`config.mk`:
```
export PLATFORM = sky130hd
export DESIGN_NAME = justified_audio_rx
export DESIGN_NICKNAME = d
export VERILOG_FILES = /design/src/rtl/jrx_pkg.sv /design/src/rtl/jrx_front.sv /design/src/rtl/jrx_extract.sv /design/src/rtl/jrx_rdport.sv /design/src/rtl/justified_audio_rx.sv
export SDC_FILE = /design/constraint.sdc
export NUM_CORES = 1
export LEC_CHECK = 0
export ABC_AREA = 0
export BUFFER_PORTS_ARGS = -buffer_cell sky130_fd_sc_hd__buf_2
export CAP_MARGIN = 15
export CORE_ASPECT_RATIO = 1.4
export CORE_MARGIN = 2
export CORE_UTILIZATION = 28
export CTS_BUF_LIST = sky130_fd_sc_hd__clkbuf_4
export CTS_CLUSTER_SIZE = 10
export DETAILED_ROUTE_END_ITERATION = 8
export GPL_ROUTABILITY_DRIVEN = 0
export PLACE_DENSITY_LB_ADDON = 0.3
export SKIP_CTS_REPAIR_TIMING = 1
export SLEW_MARGIN = 20
export SYNTH_ARGS = -nofsm -noshare
export SYNTH_HDL_FRONTEND = slang
export SYNTH_SLANG_ARGS = --single-unit
```
`constraint.sdc`:
```
create_clock -name clk -period 3 [get_ports clk]
set_input_delay 0.45 -clock clk [delete_from_list [all_inputs] [get_ports clk]]
set_output_delay 0.45 -clock clk [all_outputs]
set_load 0.005 [all_outputs]
```
`src/rtl/jrx_pkg.sv`:
```
package jrx_pkg;

    localparam int unsigned WORD_W   = 16;
    localparam int unsigned SAMPLE_W = 24;
    localparam int unsigned CNT_W    = 6;
    localparam int unsigned HIGH_W   = SAMPLE_W - WORD_W;

    localparam logic [1:0] DLEN_WIDE = 2'b01;

    typedef struct packed {
        logic [SAMPLE_W-1:0] data;
        logic                right;
        logic                wide;
    } sample_t;

    // number of sample bits for a data-length code
    function automatic logic [CNT_W-1:0] data_bits(input logic [1:0] code);
        return (code == DLEN_WIDE) ? CNT_W'(24) : CNT_W'(16);
    endfunction

    // number of bits in a channel; wide samples always need 32
    function automatic logic [CNT_W-1:0] chan_bits(input logic [1:0] code,
                                                  input logic       ch32);
        return (ch32 || code == DLEN_WIDE) ? CNT_W'(32) : CNT_W'(16);
    endfunction

endpackage

```
`src/rtl/jrx_front.sv`:
```
module jrx_front (
    input  logic clk,
    input  logic rst,
    input  logic en,
    input  logic sck,
    input  logic ws,
    input  logic sd,
    output logic bit_stb,
    output logic bit_first,
    output logic bit_val,
    output logic bit_ws
);
    logic sck_q;
    logic ws_last_q;
    logic ws_seen_q;
    logic locked_q;
    logic rise;
    logic ws_edge;

    always_comb begin
        rise      = sck && !sck_q && en;
        ws_edge   = ws_seen_q && (ws != ws_last_q);
        bit_first = rise && ws_edge;
        bit_stb   = rise && (locked_q || ws_edge);
        bit_val   = sd;
        bit_ws    = ws;
    end

    always_ff @(posedge clk) begin
        if (rst) begin
            sck_q     <= 1'b0;
            ws_last_q <= 1'b0;
            ws_seen_q <= 1'b0;
            locked_q  <= 1'b0;
        end else begin
            sck_q <= sck;
            if (!en) begin
                ws_seen_q <= 1'b0;
                locked_q  <= 1'b0;
            end else if (rise) begin
                ws_last_q <= ws;
                ws_seen_q <= 1'b1;
                if (ws_edge) locked_q <= 1'b1;
            end
        end
    end

    // lock only follows an observed word-select change
    assert_lock_after_edge_R2: assert property (@(posedge clk) disable iff (rst)
        $rose(locked_q) |-> $past(bit_first));

endmodule

```
`src/rtl/jrx_extract.sv`:
```
module jrx_extract
    import jrx_pkg::*;
(
    input  logic       clk,
    input  logic       rst,
    input  logic       en,
    input  logic       fmt_lsb,
    input  logic [1:0] dlen_code,
    input  logic       chan32,
    input  logic       bit_stb,
    input  logic       bit_first,
    input  logic       bit_val,
    input  logic       bit_ws,
    output logic       done,
    output sample_t    samp
);
    logic [CNT_W-1:0]    cnt_q;
    logic [CNT_W-1:0]    idx, db, cb, lo, hi, last_idx;
    logic                in_window;
    logic [SAMPLE_W-2:0] shift_q;
    logic [SAMPLE_W-1:0] next_shift;

    always_comb begin
        db         = data_bits(dlen_code);
        cb         = chan_bits(dlen_code, chan32);
        idx        = bit_first ? '0 : cnt_q;
        lo         = fmt_lsb ? (cb - db) : '0;
        hi         = fmt_lsb ? cb : db;
        last_idx   = hi - CNT_W'(1);
        in_window  = (idx >= lo) && (idx < hi);
        done       = bit_stb && in_window && (idx == last_idx);
        next_shift = {shift_q, bit_val};
        samp.wide  = (db == CNT_W'(SAMPLE_W));
        samp.right = bit_ws;
        samp.data  = samp.wide ? next_shift
                               : {{HIGH_W{1'b0}}, next_shift[WORD_W-1:0]};
    end

    always_ff @(posedge clk) begin
        if (rst || !en) begin
            cnt_q   <= '0;
            shift_q <= '0;
        end else if (bit_stb) begin
            cnt_q <= (idx == '1) ? idx : idx + CNT_W'(1);
            if (in_window) shift_q <= next_shift[SAMPLE_W-2:0];
        end
    end

    // the counter restarts at a channel start
    assert_restart_on_edge_R2: assert property (@(posedge clk) disable iff (rst)
        bit_stb && bit_first && en |=> cnt_q == CNT_W'(1));

endmodule

```
`src/rtl/jrx_rdport.sv`:
```
module jrx_rdport
    import jrx_pkg::*;
(
    input  logic              clk,
    input  logic              rst,
    input  logic              en,
    input  logic              done,
    input  sample_t           samp,
    input  logic              rd_en,
    output logic [WORD_W-1:0] rd_data,
    output logic              avail,
    output logic              ovr,
    output logic              right
);
    logic [WORD_W-1:0] data_q, pend_q;
    logic              avail_q, pend_v_q, ovr_q, right_q;
    logic              lost;

    always_comb begin
        lost    = pend_v_q || (avail_q && !rd_en);
        rd_data = data_q;
        avail   = avail_q;
        ovr     = ovr_q;
        right   = right_q;
    end

    always_ff @(posedge clk) begin
        if (rst || !en) begin
            data_q   <= '0;
            pend_q   <= '0;
            avail_q  <= 1'b0;
            pend_v_q <= 1'b0;
            ovr_q    <= 1'b0;
            right_q  <= 1'b0;
        end else if (done) begin
            data_q   <= samp.wide ? {{(WORD_W-HIGH_W){1'b0}}, samp.data[SAMPLE_W-1:WORD_W]}
                                  : samp.data[WORD_W-1:0];
            pend_q   <= samp.data[WORD_W-1:0];
            pend_v_q <= samp.wide;
            avail_q  <= 1'b1;
            right_q  <= samp.right;
            if (lost) ovr_q <= 1'b1;
        end else if (rd_en && avail_q) begin
            if (pend_v_q) begin
                data_q   <= pend_q;
                pend_v_q <= 1'b0;
            end else begin
                avail_q <= 1'b0;
            end
        end
    end

    assert_fill_sets_avail_R10: assert property (@(posedge clk) disable iff (rst)
        done |=> avail);

    assert_drain_clears_R10: assert property (@(posedge clk) disable iff (rst)
        rd_en && avail && !pend_v_q && !done && en |=> !avail);

    assert_high_word_zero_R8: assert property (@(posedge clk) disable iff (rst)
        done && samp.wide |=> rd_data[WORD_W-1:HIGH_W] == '0);

    assert_overrun_sticky_R11: assert property (@(posedge clk) disable iff (rst)
        ovr && en |=> ovr);

    assert_disable_clears_R12: assert property (@(posedge clk) disable iff (rst)
        !en |=> !avail && !ovr);

    assert_side_tag_R9: assert property (@(posedge clk) disable iff (rst)
        done |=> right == $past(samp.right));

endmodule

```
`src/rtl/justified_audio_rx.sv`:
```
module justified_audio_rx
    import jrx_pkg::*;
(
    input  logic              clk,
    input  logic              rst,
    input  logic              en,
    input  logic              fmt_lsb,
    input  logic [1:0]        dlen_code,
    input  logic              chan32,
    input  logic              sck,
    input  logic              ws,
    input  logic              sd,
    input  logic              rd_en,
    output logic [WORD_W-1:0] rd_data,
    output logic              rx_avail,
    output logic              rx_overrun,
    output logic              rx_right
);
    logic    bit_stb, bit_first, bit_val, bit_ws;
    logic    done;
    sample_t samp;

    jrx_front u_front (
        .clk       (clk),
        .rst       (rst),
        .en        (en),
        .sck       (sck),
        .ws        (ws),
        .sd        (sd),
        .bit_stb   (bit_stb),
        .bit_first (bit_first),
        .bit_val   (bit_val),
        .bit_ws    (bit_ws)
    );

    jrx_extract u_extract (
        .clk       (clk),
        .rst       (rst),
        .en        (en),
        .fmt_lsb   (fmt_lsb),
        .dlen_code (dlen_code),
        .chan32    (chan32),
        .bit_stb   (bit_stb),
        .bit_first (bit_first),
        .bit_val   (bit_val),
        .bit_ws    (bit_ws),
        .done      (done),
        .samp      (samp)
    );

    jrx_rdport u_rdport (
        .clk     (clk),
        .rst     (rst),
        .en      (en),
        .done    (done),
        .samp    (samp),
        .rd_en   (rd_en),
        .rd_data (rd_data),
        .avail   (rx_avail),
        .ovr     (rx_overrun),
        .right   (rx_right)
    );

endmodule

```
==> Flow_metrics.wiki <==
{| class="wikitable"
! Metric !! Value
|-
| Minimum clock period || roughly 2600 ps
|-
| Portion of the post-synthesis area used by sequential elements || 41.9%
|-
| Launch point of the worst hold path || rst
|-
| Clock power share || between 40 and 50%
|-
| Site row count || 46
|-
| Placed Cells || around 520
|-
| Post-synthesis sequential element count || 69
|-
| Max Fanout on Critical Path || 23
|-
| Avg Inst Size Synth || around 9.4 um^2
|-
| Crit. End Element || flip-flop
|-
| Worst slack, placed || between 100 and 150 ps
|-
| Critical Path RT || about 3400 ps
|-
| Areal power density over the cells || between 400 and 500 nW/um^2
|-
| Highest clock frequency the design can meet || roughly 380 MHz
|-
| Top cell types by occurrence after synthesis || 87 x nand2_1, 69 x dfxtp_1, 58 x mux2i_1, 14 x clkbuf_1, 13 x a21oi_1
|-
| Slack of the worst reg-to-reg path || approximately 380 ps
|-
| Clock transition at path regs || ~120 ps
|-
| GRT Overall Usage || around an eighth
|-
| Leakage dissipation || 1.52 nW
|-
| Die outline height || about 130 um
|-
| Iteration-0 DRC count of the detailed router || ~120
|-
| Number of vias in the routed layout || between 2000 and 3000
|-
| Global-route wire length before repair || ~12 mm
|-
| Number of I/O pins || 30
|-
| Port bufs || 29
|-
| Deepest level of the CTS H-tree || 3
|-
| Net count after synthesis || 368
|-
| Count of synthesis-stage warnings from yosys || 0
|-
| Router iterations before antenna repair || 4
|-
| Max cap viols || 0
|-
| Launch point of the worst reg-to-reg path || u_front.sck_q
|-
| Vias in the first global route || about 2500
|-
| Total DRC errors in the routed layout || 0
|-
| Final Max Tran Viols || 0
|-
| Final setup vio count || 0
|-
| Post-detail-place hpwl || 5.32 mm
|-
| Net switching share of the total power || a little under a quarter
|-
| Count of final hold-check violations || 0
|-
| Async set-reset flop share out of synthesis || 0%
|-
| Final antenna-violating net count || 0
|-
| Fillers || approximately 1200
|-
| Antenna violations before repair || 1
|-
| Crit start category || flip-flop
|-
| Wire per inst || between 10 and 15 um
|-
| Most used flip-flop cell after synthesis || dfxtp_1
|-
| CTS tree || done
|-
| Tightest slew margin relative to the limit || around 45%
|-
| Setup tns final || 0 ps
|-
| Combined area of all synthesized cells || approximately 3300 um^2
|-
| Critical path arrival || 2990 ps
|-
| Max Clock Skew || between 15 and 20 ps
|-
| Worst setup startpoint || u_front.sck_q
|-
| Worst Tran Pin Value || ~800 ps
|-
| Worst Path Class, Setup || reg2reg
|-
| Proportion of power drawn by flip-flops and latches || between 50% and 60%
|-
| Class of the tightest hold or removal check || in2reg
|-
| Final Instance Count excl. Fillers || ~540
|-
| Clock latency at the later pin of the worst-skew pair || between 400 and 500 ps
|-
| VDD IR max || about 220 uV
|-
| Design Power || between 1.5 and 2 mW
|-
| Internal power component || approximately 1.4 mW
|-
| Distinct cells, synth || 45
|-
| Share of cells above drive strength 1 || about 20%
|-
| GRT Residual Overflow || 0
|-
| Layout overhead on the synthesized area || 16.4%
|-
| Fin crit share || approximately 87%
|-
| Maximum number of pins on one net before global-route repair || between 50 and 60
|-
| Outcome || completed
|-
| Clock root buffer || clkbuf_4
|-
| Number of standard cells after synthesis || approximately 350
|-
| Count of nets after finishing || 402
|-
| Final WL || 7.53 mm
|-
| Largest cells by area after synthesis || dfxtp_1 42%, mux2i_1 18%, nand2_1 9.9%
|-
| Final WS setup || 384 ps
|-
| Yosys top cell area share || 41.9%
|-
| Number of buffers on the longest clock path || 2
|-
| Seq. cell area || 1380 um^2
|-
| Multi-input logic area || around 1800 um^2
|-
| Core area || about 11000 um^2
|-
| Worst hold-check slack || ~220 ps
|-
| Total CTS buffers || 9
|-
| Power spent charging and discharging nets || 0.421 mW
|-
| Comb pwr share || 4.1%
|-
| Number of clock sinks seen by CTS || a little under 70
|-
| Via density per instance || around 4.8
|-
| Die width || about 96 um
|-
| Setup repair after global routing missed its margin || false
|-
| Number of flops mapped to enable cells by yosys || 0
|-
| Leading cell type by number of instances after synthesis || nand2_1
|-
| Total Die Area || 12700 um^2
|-
| Largest area contributor in the netlist || dfxtp_1
|-
| Initial Utilization || slightly below 30%
|}
## worst paths after layout
kind | end | cells past startpoint
worst max-delay path | u_extract.shift_q[10] | 10
worst min register to register | u_rdport.pend_q[2] | 2
worst max register to register | u_extract.shift_q[10] | 10
worst min-delay path | u_front.ws_last_q | 2
## registers in the layout, indices dropped and copies added (netlist names), 6 cells and up
signal	count
u_extract.shift_q	23
u_rdport.pend_q	16
u_rdport.rd_data	16
u_extract.cnt_q	6
## cell usage in the layout, fill, tap and decap left out, types with 2 or more instances in the layout
| cell | instances |
|---|---|
| a2111oi_0 | 2 |
| a21oi_1 | 13 |
| a22o_1 | 2 |
| and2_1 | 2 |
| buf_12 | 3 |
| buf_2 | 29 |
| buf_4 | 12 |
| bufinv_16 | 3 |
| clkbuf_4 | 9 |
| clkinv_4 | 2 |
| dfxtp_1 | 69 |
| ha_1 | 6 |
| inv_1 | 6 |
| mux2_2 | 9 |
| mux2i_1 | 58 |
| nand2_1 | 87 |
| nand2b_1 | 2 |
| nand3_1 | 5 |
| nand4_1 | 10 |
| nor2_1 | 12 |
| nor2b_1 | 4 |
| o211ai_1 | 2 |
| o21a_1 | 3 |
| o21ai_0 | 3 |
| o31ai_1 | 10 |
| xor2_1 | 4 |
## power groups by stage
stage	logic (mW)	clock network (mW)	registers [mW]
after CTS	0.0750	0.813	0.919
after global placement	0.0741	0	0.939
after detailed placement	0.0746	0	0.939
final	0.0741	0.797	0.919
after global routing	0.0820	0.858	0.919
after floorplan	0.0466	0	0.939
## critical path: stages (launching register included)
cell and delay [ps]:
dfxtp_1 340, and3b_1 190, nand3_1 140, nand2_1 120, ha_1 300, nand2_1 60
o2111a_1 280, o32a_4 400, a211oi_4 260, buf_12 230, mux2i_1 220
## routing by layer
layer	track usage (%)	vias up	share of wire, %
li1	-	1298	-
met1	15.1	1210	44
met2	20.8	46	50
met3	3.32	11	4.4
met4	6.59	0	2.1
met5	0	-	0
## final cells by class
class | instances | area share, %
inverter | 6 | 0.587
sequential | 69 | 36.0
tap | 144 | 4.69
timing repair buffer | 44 | 7.69
clock buffer | 9 | 1.76
multi-input combinational | 255 | 46.1
antenna | 1 | 0.0652
clock inverter | 7 | 3.16
## cells by family after synthesis
group | Yosys count | share of synthesized area, %
compound gates | 46 | 11.2
xor+xnor | 4 | 1.06
fa+ha+maj | 6 | 2.28
buf+inv | 27 | 4.71
flops | 69 | 41.9
mux | 67 | 20.7
simple gates | 132 | 18.1
## stage by stage
step / utilization (%) / cell area, um^2
floorplan: - / 3300
global placement: 32.0 / 3650
detailed placement: 32.0 / 3650
CTS: 33.7 / 3840
global route: 33.7 / 3840
finish: 33.7 / 3840
Note: power is estimated with default switching activity, not from simulation.
